File: src/rtl/sixstep_pkg.sv
package sixstep_pkg;
  localparam int NUM_STEPS = 6;
  localparam int NUM_LEGS  = 3;
  localparam int STEP_W    = 3;

  typedef logic [STEP_W-1:0] step_t;

  // Command presented to one half-bridge leg
  typedef enum logic [1:0] {
    LEG_OFF = 2'b00,
    LEG_HI  = 2'b01,
    LEG_LO  = 2'b10
  } leg_cmd_t;
endpackage

File: src/rtl/sixstep_rst_sync.sv
module sixstep_rst_sync (
  input  logic clk,
  input  logic rst_n,
  output logic rst_n_sync
);
  logic meta_q;

  always_ff @(posedge clk or negedge rst_n) begin
    if (!rst_n) begin
      meta_q     <= 1'b0;
      rst_n_sync <= 1'b0;
    end else begin
      meta_q     <= 1'b1;
      rst_n_sync <= meta_q;
    end
  end
endmodule

File: src/rtl/sixstep_sector_ctr.sv
module sixstep_sector_ctr
  import sixstep_pkg::*;
(
  input  logic  clk,
  input  logic  rst_n,
  input  logic  run_en,
  input  logic  step_en,
  input  logic  mode_sel,
  output step_t sector,
  output logic  mode_q
);
  localparam step_t LAST_STEP = step_t'(NUM_STEPS - 1);

  logic  advance;
  logic  mode_ld;
  step_t sector_nx;
  logic  mode_nx;

  assign advance = step_en & run_en;
  assign mode_ld = advance | ~run_en;

  always_comb begin
    sector_nx = sector;
    mode_nx   = mode_q;
    if (advance) begin
      sector_nx = (sector == LAST_STEP) ? '0 : sector + step_t'(1);
    end
    if (mode_ld) begin
      mode_nx = mode_sel;
    end
  end

  always_ff @(posedge clk or negedge rst_n) begin
    if (!rst_n) begin
      sector <= '0;
      mode_q <= 1'b0;
    end else begin
      sector <= sector_nx;
      mode_q <= mode_nx;
    end
  end

  AST_WRAP_TO_ZERO: assert property (@(posedge clk) disable iff (!rst_n)
    (advance && sector == LAST_STEP) |=> (sector == '0));
  AST_HOLD_IDLE: assert property (@(posedge clk) disable iff (!rst_n)
    (!advance) |=> $stable(sector));
  AST_SECTOR_LEGAL: assert property (@(posedge clk) disable iff (!rst_n)
    (sector <= LAST_STEP));
  AST_MODE_AT_BOUNDARY: assert property (@(posedge clk) disable iff (!rst_n)
    (run_en && !step_en) |=> $stable(mode_q));
endmodule

File: src/rtl/sixstep_decode.sv
module sixstep_decode
  import sixstep_pkg::*;
(
  input  step_t                     sector,
  input  logic                      mode_q,
  output leg_cmd_t [NUM_LEGS-1:0]   leg_cmd
);
  logic [NUM_LEGS-1:0] hi_mask;
  logic [NUM_LEGS-1:0] lo_mask;

  // Masks are ordered {C, B, A}
  always_comb begin
    hi_mask = '0;
    lo_mask = '0;
    if (!mode_q) begin
      case (sector)
        3'd0:    hi_mask = 3'b011;
        3'd1:    hi_mask = 3'b010;
        3'd2:    hi_mask = 3'b110;
        3'd3:    hi_mask = 3'b100;
        3'd4:    hi_mask = 3'b101;
        default: hi_mask = 3'b001;
      endcase
      lo_mask = ~hi_mask;
    end else begin
      case (sector)
        3'd0:    begin hi_mask = 3'b001; lo_mask = 3'b010; end
        3'd1:    begin hi_mask = 3'b001; lo_mask = 3'b100; end
        3'd2:    begin hi_mask = 3'b010; lo_mask = 3'b100; end
        3'd3:    begin hi_mask = 3'b010; lo_mask = 3'b001; end
        3'd4:    begin hi_mask = 3'b100; lo_mask = 3'b001; end
        default: begin hi_mask = 3'b100; lo_mask = 3'b010; end
      endcase
    end
  end

  for (genvar g = 0; g < NUM_LEGS; g++) begin : g_leg
    assign leg_cmd[g] = hi_mask[g] ? LEG_HI : (lo_mask[g] ? LEG_LO : LEG_OFF);
  end
endmodule

File: src/rtl/sixstep_dead_leg.sv
module sixstep_dead_leg
  import sixstep_pkg::*;
#(
  parameter int DT_W = 8
) (
  input  logic            clk,
  input  logic            rst_n,
  input  logic            run_en,
  input  logic [DT_W-1:0] dead_cycles,
  input  leg_cmd_t        target,
  output leg_cmd_t        applied
);
  localparam logic [DT_W-1:0] CNT_ONE = DT_W'(1);

  logic [DT_W-1:0] cnt_q;
  logic [DT_W-1:0] cnt_nx;
  leg_cmd_t        app_nx;

  always_comb begin
    app_nx = applied;
    cnt_nx = cnt_q;
    if (!run_en || target == LEG_OFF) begin
      app_nx = LEG_OFF;
      cnt_nx = '0;
    end else if (applied == LEG_OFF) begin
      if (cnt_q == '0) begin
        app_nx = target;
      end else begin
        cnt_nx = cnt_q - CNT_ONE;
      end
    end else if (applied != target) begin
      if (dead_cycles == '0) begin
        app_nx = target;
      end else begin
        app_nx = LEG_OFF;
        cnt_nx = dead_cycles - CNT_ONE;
      end
    end
  end

  always_ff @(posedge clk or negedge rst_n) begin
    if (!rst_n) begin
      applied <= LEG_OFF;
      cnt_q   <= '0;
    end else begin
      applied <= app_nx;
      cnt_q   <= cnt_nx;
    end
  end

  AST_NO_DIRECT_FLIP_HL: assert property (@(posedge clk) disable iff (!rst_n)
    (applied == LEG_HI && dead_cycles != '0) |=> (applied != LEG_LO));
  AST_NO_DIRECT_FLIP_LH: assert property (@(posedge clk) disable iff (!rst_n)
    (applied == LEG_LO && dead_cycles != '0) |=> (applied != LEG_HI));
endmodule

File: src/rtl/sixstep_gate_seq.sv
module sixstep_gate_seq
  import sixstep_pkg::*;
#(
  parameter int DT_W = 8
) (
  input  logic                clk,
  input  logic                rst_n,
  input  logic                run_en,
  input  logic                step_en,
  input  logic                mode_sel,
  input  logic                pwm_in,
  input  logic [DT_W-1:0]     dead_cycles,
  output logic [NUM_LEGS-1:0] gate_hi,
  output logic [NUM_LEGS-1:0] gate_lo
);
  logic                    rst_n_s;
  step_t                   sector;
  logic                    mode_q;
  leg_cmd_t [NUM_LEGS-1:0] leg_cmd;
  leg_cmd_t [NUM_LEGS-1:0] leg_app;

  sixstep_rst_sync u_rst (
    .clk        (clk),
    .rst_n      (rst_n),
    .rst_n_sync (rst_n_s)
  );

  sixstep_sector_ctr u_ctr (
    .clk      (clk),
    .rst_n    (rst_n_s),
    .run_en   (run_en),
    .step_en  (step_en),
    .mode_sel (mode_sel),
    .sector   (sector),
    .mode_q   (mode_q)
  );

  sixstep_decode u_dec (
    .sector  (sector),
    .mode_q  (mode_q),
    .leg_cmd (leg_cmd)
  );

  for (genvar g = 0; g < NUM_LEGS; g++) begin : g_leg
    sixstep_dead_leg #(.DT_W(DT_W)) u_leg (
      .clk         (clk),
      .rst_n       (rst_n_s),
      .run_en      (run_en),
      .dead_cycles (dead_cycles),
      .target      (leg_cmd[g]),
      .applied     (leg_app[g])
    );
    assign gate_hi[g] = run_en & pwm_in & (leg_app[g] == LEG_HI);
    assign gate_lo[g] = run_en & (leg_app[g] == LEG_LO);
  end

  AST_RUN_BLANKS: assert property (@(posedge clk) disable iff (!rst_n_s)
    (!run_en) |-> (gate_hi == '0 && gate_lo == '0));
  AST_PWM_HIGH_ONLY: assert property (@(posedge clk) disable iff (!rst_n_s)
    (!pwm_in) |-> (gate_hi == '0));
  AST_LEG_EXCLUSIVE: assert property (@(posedge clk) disable iff (!rst_n_s)
    ((gate_hi & gate_lo) == '0));
endmodule

File: config.mk
export PLATFORM = sky130hd
export DESIGN_NAME = sixstep_gate_seq
export DESIGN_NICKNAME = d
export VERILOG_FILES = /design/src/rtl/sixstep_pkg.sv /design/src/rtl/sixstep_rst_sync.sv /design/src/rtl/sixstep_sector_ctr.sv /design/src/rtl/sixstep_decode.sv /design/src/rtl/sixstep_dead_leg.sv /design/src/rtl/sixstep_gate_seq.sv
export SDC_FILE = /design/constraint.sdc
export NUM_CORES = 1
export LEC_CHECK = 0
export BUFFER_PORTS_ARGS = -buffer_cell sky130_fd_sc_hd__buf_2
export CORE_ASPECT_RATIO = 0.9
export CORE_MARGIN = 2
export CORE_UTILIZATION = 30
export CTS_CLUSTER_SIZE = 20
export DETAILED_ROUTE_END_ITERATION = 7
export SYNTH_ARGS = -nofsm -noshare
export SYNTH_HDL_FRONTEND = slang
export SYNTH_SLANG_ARGS = --single-unit
File: constraint.sdc
create_clock -name clk -period 2.65 [get_ports clk]
set_clock_uncertainty 0.05 [all_clocks]
set_input_delay 0.53 -clock clk [delete_from_list [all_inputs] [get_ports clk]]
set_output_delay 0.53 -clock clk [all_outputs]
set_load 0.03 [all_outputs]
==> summary.txt, run 1 <==
Io pins: 20
Routed wire length: 7650 um
Area leader, netlist: dfrtp_1
Mapped Area: 2890 sq um
Commonest cells in the netlist: dfrtp_1, nand2_1, nor2_1
Post-layout util: 0.349
Nets: 390
Vias per Instance: 5.64
Minimum clock period: 2.38 ns
Tcrit/Tclk final: 0.899
GPL Wtd Cong: 0.839
Outcome: finished clean
CTS tree: built
Worst-Skew Late Latency: 0.29 ns
Port Buffers: 19
Final setup viols: 0
Initial Utilization: 0.312
Final Max Slew Viols: 0
Pin count of the biggest net entering global routing: 35
Diodes inserted: 0
Vias in the first global route: 2505
Setup Fix Bufs, Post-CTS: 0
Max-Cap Viols: 0
Die H: 97.1 um
Maximum clock path buffer count: 2
TNS Setup: 0 ns
Fraction of registers with async set/reset: 1.00
Comb power frac: 0.630
RSZ-0062 raised after global routing: no
DRC viols: 0
Power Dens Cells: 1110 nW/um^2
GR Util All Layers: 0.152
Max transition margin: 0.504
Mean Syn Cell Area: 8.25 sq um
Worst Setup End Kind: flop
Sequential share of power: 0.252
CP max stage delay: 0.53 ns
Internal power: 0.00185 W
Count leader, synth: dfrtp_1
Post-synth EDFFs: 0
Slew @ Worst Pin: 0.734 ns
Ys Warns: 0
Final hold violation count: 0
Worst vdd ir: 0.551 mV
Root Buffer: clkbuf_8
Total CTS buffers: 5
Crit-path max FO: 10
Net Count, Synth: 372
Grt ovf: 0
Synth Flop Type: dfrtp_1
Req. time, crit path: 2.78 ns
Floorplan core area: 9250 sq um
Crit path max-delay cell type: or4bb_1
Area grow syn2layout: 11.9%
Die W: 107 um
First-pass GRT wire length: 12700 um
Worst EP arrival: 2.51 ns
Clock slew seen by the registers of the worst setup and hold paths: 0.08 ns
CP Class: reg2reg
Top cells by area, synth: dfrtp_1, a21oi_1, nand2_1
Row count: 33
Initial antenna violation count: 0
# clock sinks: 36
Worst Setup Start Kind: flop
Switching Fraction: 0.485
#FFs+latches synth: 36
H-tree Lvls: 2
Min-delay worst type: reg2async
Fraction of layout instances using a drive strength above 1: 0.160
Clk pwr share: 0.118
DR iter-0 viols: 132
Highest Clock Rate: 420 MHz
Half-perimeter wire length after detailed placement: 5570 um
Detail Route Antenna Nets: 0
Sequential share of the synthesized area: 0.312
Unique masters post-synth: 61
Cell count after synthesis: 350
DR pass1 iterations: 4
Vias: 2768
Per-cell routed wire length: 15.6 um
P_sw: 0.00174 W
Leakage power: 1.34 nW
Die area: 10400 sq um
Worst path cell trace: inv_1, ha_1, or4bb_1, o211ai_1, nor3_1, a311oi_1, nand2_1
Synth top area share: 0.312
-- worst paths after layout --
| check | from | to | slack (ns) | cells past startpoint |
|---|---|---|---|---|
| worst max-delay path | u_ctr.sector[2] | g_leg[1].u_leg.cnt_q[0] | 0.27 | 7 |
| worst min-delay path | u_rst.rst_n_sync | u_ctr.sector[0] | 0.24 | 1 |
| worst max register to register | u_ctr.sector[2] | g_leg[1].u_leg.cnt_q[0] | 0.27 | 7 |
| worst min register to register | u_rst.rst_n_sync | u_ctr.sector[0] | 0.24 | 1 |
| max in group asynchronous | rst_n | u_rst.meta_q | 1.97 | 2 |
| min in group clk | u_rst.meta_q | u_rst.rst_n_sync | 0.31 | 0 |
-- layout by cell type, fill, tap and decap left out, drive strengths merged, types with 5 or more instances in the layout --
cell type	n
ha	8
nand2	31
a21oi	24
nand2b	6
nor2	26
clkbuf	8
nor3b	11
o21ai	16
o31ai	12
nor4	6
and3	6
buf	31
nand3	8
o211ai	13
or4	9
o311ai	9
dfrtp	36
nor3	21
or3b	5
or2	8
o32ai	5
inv	13
-- sequential cells by signal, summed over array words and instances (netlist names) --
register / count
u_ctr.sector: 3
g_leg.u_leg.cnt_q: 24
u_ctr.mode_q: 1
g_leg.u_leg.applied: 6
u_rst.meta_q: 1
u_rst.rst_n_sync: 1
-- per-stage QoR --
step | setup slack (ns) | std cells | hold WS, ns | area, sq um | power, W
2_1_floorplan | 0.281 | 350 | 0.184 | 2890 | 0.00266
3_3_place_gp | 0.176 | 482 | 0.255 | 3130 | 0.00312
3_5_place_dp | 0.136 | 482 | 0.257 | 3130 | 0.00314
4_1_cts | 0.255 | 491 | 0.266 | 3230 | 0.00358
5_1_grt | 0.148 | 491 | 0.298 | 3230 | 0.00393
6_report | 0.268 | 491 | 0.240 | 3230 | 0.00358
-- critical path, delay by kind of cell (launching register included) --
family          cells  cell delay, ns
buf+inv             1            0.09
fa+ha+maj           1            0.27
compound gates      2            0.65
simple gates        3            0.71
flops               1            0.50
-- power groups by stage --
| stage | sequential (W) | combinational (W) | clock (W) |
|---|---|---|---|
| after floorplan | 0.000839 | 0.00182 | 0 |
| after global placement | 0.000909 | 0.00221 | 0 |
| after detailed placement | 0.000910 | 0.00223 | 0 |
| after CTS | 0.000899 | 0.00224 | 0.000437 |
| after global routing | 0.000937 | 0.00253 | 0.000466 |
| final | 0.000903 | 0.00226 | 0.000423 |
-- area by class of cell --
cell class | count | area (sq um)
clock buffer | 8 | 90.1
fill | 974 | 6020
inverter | 13 | 48.8
multi-input combinational | 280 | 1840
sequential | 36 | 901
tap | 122 | 153
timing repair buffer | 32 | 195
-- cells by family (layout without fill, tap and decap cells) --
group | after synthesis | count (layout) | synth area share
other cells | 1 | 1 | 0.00130
mux | 5 | 5 | 0.0178
buf+inv | 34 | 53 | 0.0511
fa+ha+maj | 8 | 8 | 0.0347
compound gates | 108 | 108 | 0.272
xor+xnor | 7 | 7 | 0.0212
simple gates | 151 | 151 | 0.290
flops | 36 | 36 | 0.312
-- routing by layer --
layer / vias to the layer above / routed length, um / GRT usage
met5: - / 0 / 0
met4: 0 / 187 / 0.0523
met3: 12 / 392 / 0.0315
met2: 80 / 3290 / 0.218
met1: 1318 / 3770 / 0.226
li1: 1358 / - / -
-- timing repair --
action                     CTS  global route
setup endpoints to repair    0             3
gates resized for setup      0             1
hold endpoints to repair     2             0
hold buffers                 1             0
Note: power is estimated with default switching activity, not from simulation.
==> run 2: changes to the inputs <==
--- a/config.mk
+++ b/config.mk
@@ -5,6 +5,7 @@
 export SDC_FILE = /design/constraint.sdc
 export NUM_CORES = 1
 export LEC_CHECK = 0
+export ABC_AREA = 1
 export BUFFER_PORTS_ARGS = -buffer_cell sky130_fd_sc_hd__buf_2
 export CORE_ASPECT_RATIO = 0.9
 export CORE_MARGIN = 2
==> summary.txt, run 2 <==
Top cells by area, synth: dfrtp_1, nand2_1, nand3_1 (was dfrtp_1, a21oi_1, nand2_1)
Per-cell routed wire length: 11.9 um (was 15.6 um)
Tcrit/Tclk final: 0.716 (was 0.899)
Total CTS buffers: 5 (unchanged)
Setup crit end: g_leg[2].u_leg.applied[0] (was g_leg[1].u_leg.cnt_q[0])
CTS tree: built (unchanged)
Crit-path max FO: 10 (unchanged)
TNS Setup: 0 ns (unchanged)
Leakage power: 1.76 nW (was 1.34 nW)
Most common cell after layout, fill and taps aside: nand2_1 (was dfrtp_1)
Minimum clock period: 1.90 ns (was 2.38 ns)
Worst vdd ir: 0.507 mV (was 0.551 mV)
Synth Flop Type: dfrtp_1 (unchanged)
Power Total: 0.00406 W (was 0.00358 W)
Root Buffer: clkbuf_8 (unchanged)
Reg-to-reg slack, setup: 0.75 ns (was 0.27 ns)
Max transition margin: 0.671 (was 0.504)
Unique masters post-synth: 34 (was 61)
First-pass GRT wire length: 12600 um (was 12700 um)
Half-perimeter wire length after detailed placement: 5650 um (was 5570 um)
Highest Clock Rate: 527 MHz (was 420 MHz)
Detail Route Antenna Nets: 0 (unchanged)
Nets: 499 (was 390)
Maximum clock path buffer count: 2 (unchanged)
Area leader, netlist: dfrtp_1 (unchanged)
DR pass1 iterations: 5 (was 4)
Final setup viols: 0 (unchanged)
H-tree Lvls: 2 (unchanged)
FF-to-FF path depth: 10 (was 7)
Row count: 34 (was 33)
GPL Wtd Cong: 0.884 (was 0.839)
Vias per Instance: 4.78 (was 5.64)
Routed wire length: 7190 um (was 7650 um)
Ys Warns: 0 (unchanged)
Net Count, Synth: 471 (was 372)
Max-Cap Viols: 0 (unchanged)
Max FFs per register: 24 (unchanged)
Sequential share of the synthesized area: 0.301 (was 0.312)
Fraction of layout instances using a drive strength above 1: 0.163 (was 0.160)
Clock slew seen by the registers of the worst setup and hold paths: 0.08 ns (about the same)
Req. time, crit path: 2.83 ns (was 2.78 ns)
Count leader, synth: nand2_1 (was dfrtp_1)
Worst Setup End Kind: flop (unchanged)
#FFs+latches synth: 36 (unchanged)
# placed instances: 595 (was 482)
Worst Setup Start Kind: flop (unchanged)
Die area: 10800 sq um (was 10400 sq um)
Vias: 2890 (was 2768)
Worst r2r src: u_ctr.sector[1] (was u_ctr.sector[2])
DRC viols: 0 (unchanged)
Synth top area share: 0.301 (was 0.312)
Top reg by flops: g_leg.u_leg.cnt_q (unchanged)
Crit. Startpoint: u_ctr.sector[1] (was u_ctr.sector[2])
Outcome: finished clean (unchanged)
Power Dens Cells: 1210 nW/um^2 (was 1110 nW/um^2)
Cell count after synthesis: 449 (was 350)
Mapped Area: 2990 sq um (was 2890 sq um)
Initial Utilization: 0.308 (was 0.312)
Mean Syn Cell Area: 6.66 sq um (was 8.25 sq um)
Final Max Slew Viols: 0 (unchanged)
Final hold violation count: 0 (unchanged)
CP Class: reg2reg (unchanged)
Grt ovf: 0 (unchanged)
Fraction of registers with async set/reset: 1.00 (unchanged)
Worst Setup Slack, final: 0.752 ns (was 0.268 ns)
Slew @ Worst Pin: 0.489 ns (was 0.734 ns)
Die H: 98.7 um (was 97.1 um)
Pin count of the biggest net entering global routing: 35 (unchanged)
# clock sinks: 36 (unchanged)
Initial antenna violation count: 0 (unchanged)
Io pins: 20 (unchanged)
Worst reg2reg endpoint: g_leg[2].u_leg.applied[0] (was g_leg[1].u_leg.cnt_q[0])
Floorplan core area: 9700 sq um (was 9250 sq um)
Die W: 109 um (was 107 um)
Diodes inserted: 0 (unchanged)
RSZ-0062 raised after global routing: no (unchanged)
Final hold slack: 0.218 ns (was 0.240 ns)
DR iter-0 viols: 177 (was 132)
Post-synth EDFFs: 0 (unchanged)
Commonest cells in the netlist: nand2_1, nand3_1, nor2_1 (was dfrtp_1, nand2_1, nor2_1)
Vias in the first global route: 2765 (was 2505)
Worst EP arrival: 2.08 ns (was 2.51 ns)
Post-place setup slack: 0.520 ns (was 0.136 ns)
Largest regs: g_leg.u_leg.cnt_q: 24 flops, g_leg.u_leg.applied: 6 flops, u_ctr.sector: 3 flops (unchanged)
Most frequent cells in the layout: nand2_1, nand3_1, nor2_1, inv_1, dfrtp_1 (was dfrtp_1, nand2_1, nor2_1, a21oi_1, nor3_1)
Port Buffers: 19 (unchanged)
Min-delay worst type: reg2async (unchanged)
Worst-Skew Late Latency: 0.30 ns (was 0.29 ns)
Final non-filler cell total: 604 (was 491)
Post-CTS resize count: 0 (unchanged)
GR Util All Layers: 0.144 (was 0.152)
Area grow syn2layout: 12.5% (was 11.9%)
## run 2: cell types whose count changed in the layout (fill, tap and decap cells not counted), moves of 14 or more
| cell | previous run | this run |
|---|---|---|
| nand2_1 | 30 | 120 |
| nand3_1 | 8 | 71 |
| a21oi_1 | 23 | 5 |
| nor3_1 | 20 | 6 |
| inv_1 | 13 | 41 |
| nor2_1 | 26 | 60 |
## run 2: where the power goes
part	total (W)	internal (W)	switching [W]
sequential	0.000949	0.000738	0.000211
clock	0.000416	0.000208	0.000208
combinational	0.00269	0.000965	0.00173
## run 2: kinds of logic (layout without fill, tap and decap cells)
family                   after synthesis  in the layout  synth area share
buffers and inverters                 53             82            0.0707
XOR/XNOR                               7              7            0.0205
flip-flops                            36             36             0.301
adder cells (fa/ha/maj)                8              8            0.0335
AND/OR/NAND/NOR                      307            307             0.507
AO/OA/AOI/OAI                         37             37            0.0661
other                                  1              1           0.00125
## run 2: area by class of cell
cell class / count / area, sq um
Fill cell: 1037 / 6330
Multi-Input combinational cell: 360 / 1880
Sequential cell: 36 / 901
Inverter: 49 / 193
Tap cell: 126 / 158
Timing Repair Buffer: 25 / 143
Clock buffer: 6 / 82.6
Clock inverter: 2 / 10.0
## run 2: routing by layer
metal	vias to the layer above	track usage	routed length [um]
met5	-	0	0
met4	0	0.0370	82
met3	5	0.0238	321
met2	57	0.231	3200
met1	1318	0.202	3580
li1	1510	-	-
## run 2: worst min path at each step
stage	from	to	cells past startpoint
4_1_cts	u_rst.rst_n_sync	g_leg[0].u_leg.cnt_q[3]	1
3_5_place_dp	u_rst.rst_n_sync	g_leg[0].u_leg.cnt_q[0]	1
6_report	u_rst.rst_n_sync	g_leg[0].u_leg.cnt_q[3]	1
5_1_grt	u_rst.rst_n_sync	g_leg[0].u_leg.cnt_q[3]	1
2_1_floorplan	rst_n	u_rst.meta_q	0
3_3_place_gp	u_rst.rst_n_sync	g_leg[0].u_leg.cnt_q[5]	1
## run 2: worst max-delay path, stage by stage, from the launching register on
cell,delay (ns)
dfrtp_1,0.48
nand2_1,0.13
inv_1,0.05
ha_1,0.17
inv_1,0.08
nand3_1,0.13
nand3_2,0.17
nand2_4,0.12
a21oi_1,0.26
nand3_1,0.12
nand2_1,0.07
## run 2: what timing repair did
item,in CTS,in global routing
buffers inserted,0,0
endpoints found under the hold margin,2,0
hold buffers,1,0
## run 2: through the flow
step	utilization	instance area, sq um
after floorplan	-	2990
after global placement	0.336	3260
after detailed placement	0.336	3260
after CTS	0.347	3360
after global routing	0.347	3360
final	0.347	3360
==> run 3: changes to the inputs <==
--- a/config.mk
+++ b/config.mk
@@ -5,7 +5,7 @@
 export SDC_FILE = /design/constraint.sdc
 export NUM_CORES = 1
 export LEC_CHECK = 0
-export ABC_AREA = 1
+export ABC_AREA = 0
 export BUFFER_PORTS_ARGS = -buffer_cell sky130_fd_sc_hd__buf_2
 export CORE_ASPECT_RATIO = 0.9
 export CORE_MARGIN = 2
==> constraint.sdc (replaced) <==
create_clock -name clk -period 1.9 [get_ports clk]
set_clock_uncertainty 0.05 [all_clocks]
set_input_delay 0.38 -clock clk [delete_from_list [all_inputs] [get_ports clk]]
set_output_delay 0.38 -clock clk [all_outputs]
set_load 0.03 [all_outputs]
==> summary.txt, run 3 (synthesis gave the netlist of run 1 again) <==
Vias per Instance: 5.60 (was 4.78)
Min-delay worst type: in2reg (was reg2async)
Root Buffer: clkbuf_8 (unchanged)
Failing checks: negative setup slack
Clock slew seen by the registers of the worst setup and hold paths: 0.08 ns (about the same)
Fraction of layout instances using a drive strength above 1: 0.477 (was 0.163)
CTS tree: built (unchanged)
Routed wire length: 10100 um (was 7190 um)
Port Buffers: 19 (unchanged)
Minimum clock period: 2.04 ns (was 1.90 ns)
Slew @ Worst Pin: 0.513 ns (was 0.489 ns)
Per-cell routed wire length: 17.0 um (was 11.9 um)
Crit path max-delay cell type: or4bb_4 (was dfrtp_1)
Leakage power: 1.99 nW (was 1.76 nW)
Worst Setup End Kind: flop (unchanged)
Largest regs: g_leg.u_leg.cnt_q: 24 flops, g_leg.u_leg.applied: 6 flops, u_ctr.sector: 3 flops (unchanged)
# clock sinks: 36 (unchanged)
First-pass GRT wire length: 16100 um (was 12600 um)
Crit-path max FO: 3 (was 10)
DR pass1 iterations: 5 (unchanged)
Grt ovf: 0 (unchanged)
Max transition margin: 0.655 (was 0.671)
Final Max Slew Viols: 0 (unchanged)
Half-perimeter wire length after detailed placement: 6770 um (was 5650 um)
Outcome: complete, but fails checks (was finished clean)
GPL Wtd Cong: 0.926 (was 0.884)
Detail Route Antenna Nets: 0 (unchanged)
Vias: 3336 (was 2890)
CP delay by family, top: simple AND/OR/NAND/NOR gates (unchanged)
Io pins: 20 (unchanged)
Top reg by flops: g_leg.u_leg.cnt_q (unchanged)
Total CTS buffers: 5 (unchanged)
RSZ-0062 raised after global routing: yes (was no)
Tcrit/Tclk final: 1.07 (was 0.716)
Filler Cell Count: 890 (was 1037)
Final hold violation count: 0 (unchanged)
GR Util All Layers: 0.193 (was 0.144)
Most common cell after layout, fill and taps aside: buf_4 (was nand2_1)
Worst EP arrival: 2.18 ns (was 2.08 ns)
Initial antenna violation count: 0 (unchanged)
Req. time, crit path: 2.04 ns (was 2.83 ns)
WP buf/inv: 0 (was 2)
Initial Utilization: 0.312 (was 0.308)
Worst Setup Start Kind: flop (unchanged)
Most frequent cells in the layout: buf_4, dfrtp_1, nand2_1, nor2_1, a21oi_1 (was nand2_1, nand3_1, nor2_1, inv_1, dfrtp_1)
DR iter-0 viols: 203 (was 177)
Floorplan core area: 9250 sq um (was 9700 sq um)
Vias in the first global route: 3289 (was 2765)
Max FFs per register: 24 (unchanged)
Area grow syn2layout: 58.2% (was 12.5%)
CP max stage delay: 0.52 ns (was 0.48 ns)
Die H: 97.1 um (was 98.7 um)
DRC viols: 0 (unchanged)
Post-layout util: 0.494 (was 0.347)
Worst Setup Slack, final: -0.140 ns (was 0.752 ns)
CP Class: reg2reg (unchanged)
Worst vdd ir: 0.997 mV (was 0.507 mV)
Nets: 495 (was 499)
Diodes inserted: 0 (unchanged)
Worst path cell trace: and2_4, ha_4, or4bb_4, o211a_4, o211a_1, a311oi_1, nand2_1 (was nand2_1, inv_1, ha_1, inv_1, nand3_1, nand3_2, nand2_4, a21oi_1, nand3_1, nand2_1)
Final setup viols: 22 (was 0)
Die area: 10400 sq um (was 10800 sq um)
Max-Cap Viols: 0 (unchanged)
Final hold slack: 0.237 ns (was 0.218 ns)
Row count: 33 (was 34)
Maximum clock path buffer count: 2 (unchanged)
Power Dens Cells: 1630 nW/um^2 (was 1210 nW/um^2)
Pin count of the biggest net entering global routing: 35 (unchanged)
Die W: 107 um (was 109 um)
Worst-Skew Late Latency: 0.31 ns (was 0.30 ns)
Highest Clock Rate: 490 MHz (was 527 MHz)
H-tree Lvls: 2 (unchanged)
## run 3: changes by cell type in the layout (fill, tap and decap cells not counted), moves of 14 or more
cell,delta
inv_1,-30
a21oi_1,+17
nand2_1,-95
buf_4,+95
nand3_1,-64
nor2_1,-36
o21ai_0,-14
## run 3: what timing repair did
item | CTS | global route
cloned | 2 | 1
endpoints found under the hold margin | 2 | 0
resized for setup | 47 | 41
buffers inserted | 5 | 11
pin swaps | 13 | 11
hold buffers | 1 | 0
endpoints found under the setup margin | 30 | 33
## run 3: power by group
part	internal, W	switching [W]
Clock	0.000464	0.000334
Combinational	0.00265	0.00283
Sequential	0.000996	0.000194
Total	0.00411	0.00335
## run 3: worst paths after layout
path / startpoint / end / slack, ns / cells after the start
worst max register to register: u_ctr.sector[1] / g_leg[1].u_leg.cnt_q[0] / -0.14 / 7
worst min-delay path: step_en / u_ctr.mode_q / 0.24 / 2
worst max-delay path: u_ctr.sector[1] / g_leg[1].u_leg.cnt_q[0] / -0.14 / 7
max in group asynchronous: u_rst.rst_n_sync / g_leg[1].u_leg.applied[1] / 1.20 / 1
min in group asynchronous: u_rst.rst_n_sync / g_leg[2].u_leg.applied[1] / 0.25 / 1
worst min register to register: u_rst.rst_n_sync / g_leg[2].u_leg.applied[1] / 0.25 / 1
## run 3: layer usage
layer	wire, um	vias up	GRT usage
li1	-	1562	-
met1	4420	1612	0.267
met2	4810	130	0.300
met3	555	32	0.0288
met4	365	0	0.0799
met5	0	-	0
## run 3: stage by stage
stage | worst slack, ns | total power [W] | TNS, ns | area [sq um] | std cells
floorplan | -0.295 | 0.00390 | -2.20 | 3010 | 350
global placement | -0.264 | 0.00538 | -6.66 | 3900 | 570
detailed placement | -0.432 | 0.00546 | -8.14 | 3900 | 570
CTS | -0.164 | 0.00683 | -1.73 | 4320 | 586
global route | -0.241 | 0.00799 | -3.96 | 4570 | 596
finish | -0.140 | 0.00746 | -1.57 | 4570 | 596
## run 3: final cells by class
| type | count | area, sq um | share of cell area |
|---|---|---|---|
| Sequential cell | 36 | 901 | 0.197 |
| Multi-Input combinational cell | 280 | 2260 | 0.495 |
| Tap cell | 122 | 153 | 0.0334 |
| Inverter | 13 | 66.3 | 0.0145 |
| Timing Repair Buffer | 137 | 1060 | 0.232 |
| Clock buffer | 7 | 96.3 | 0.0211 |
| Clock inverter | 1 | 30.0 | 0.00657 |
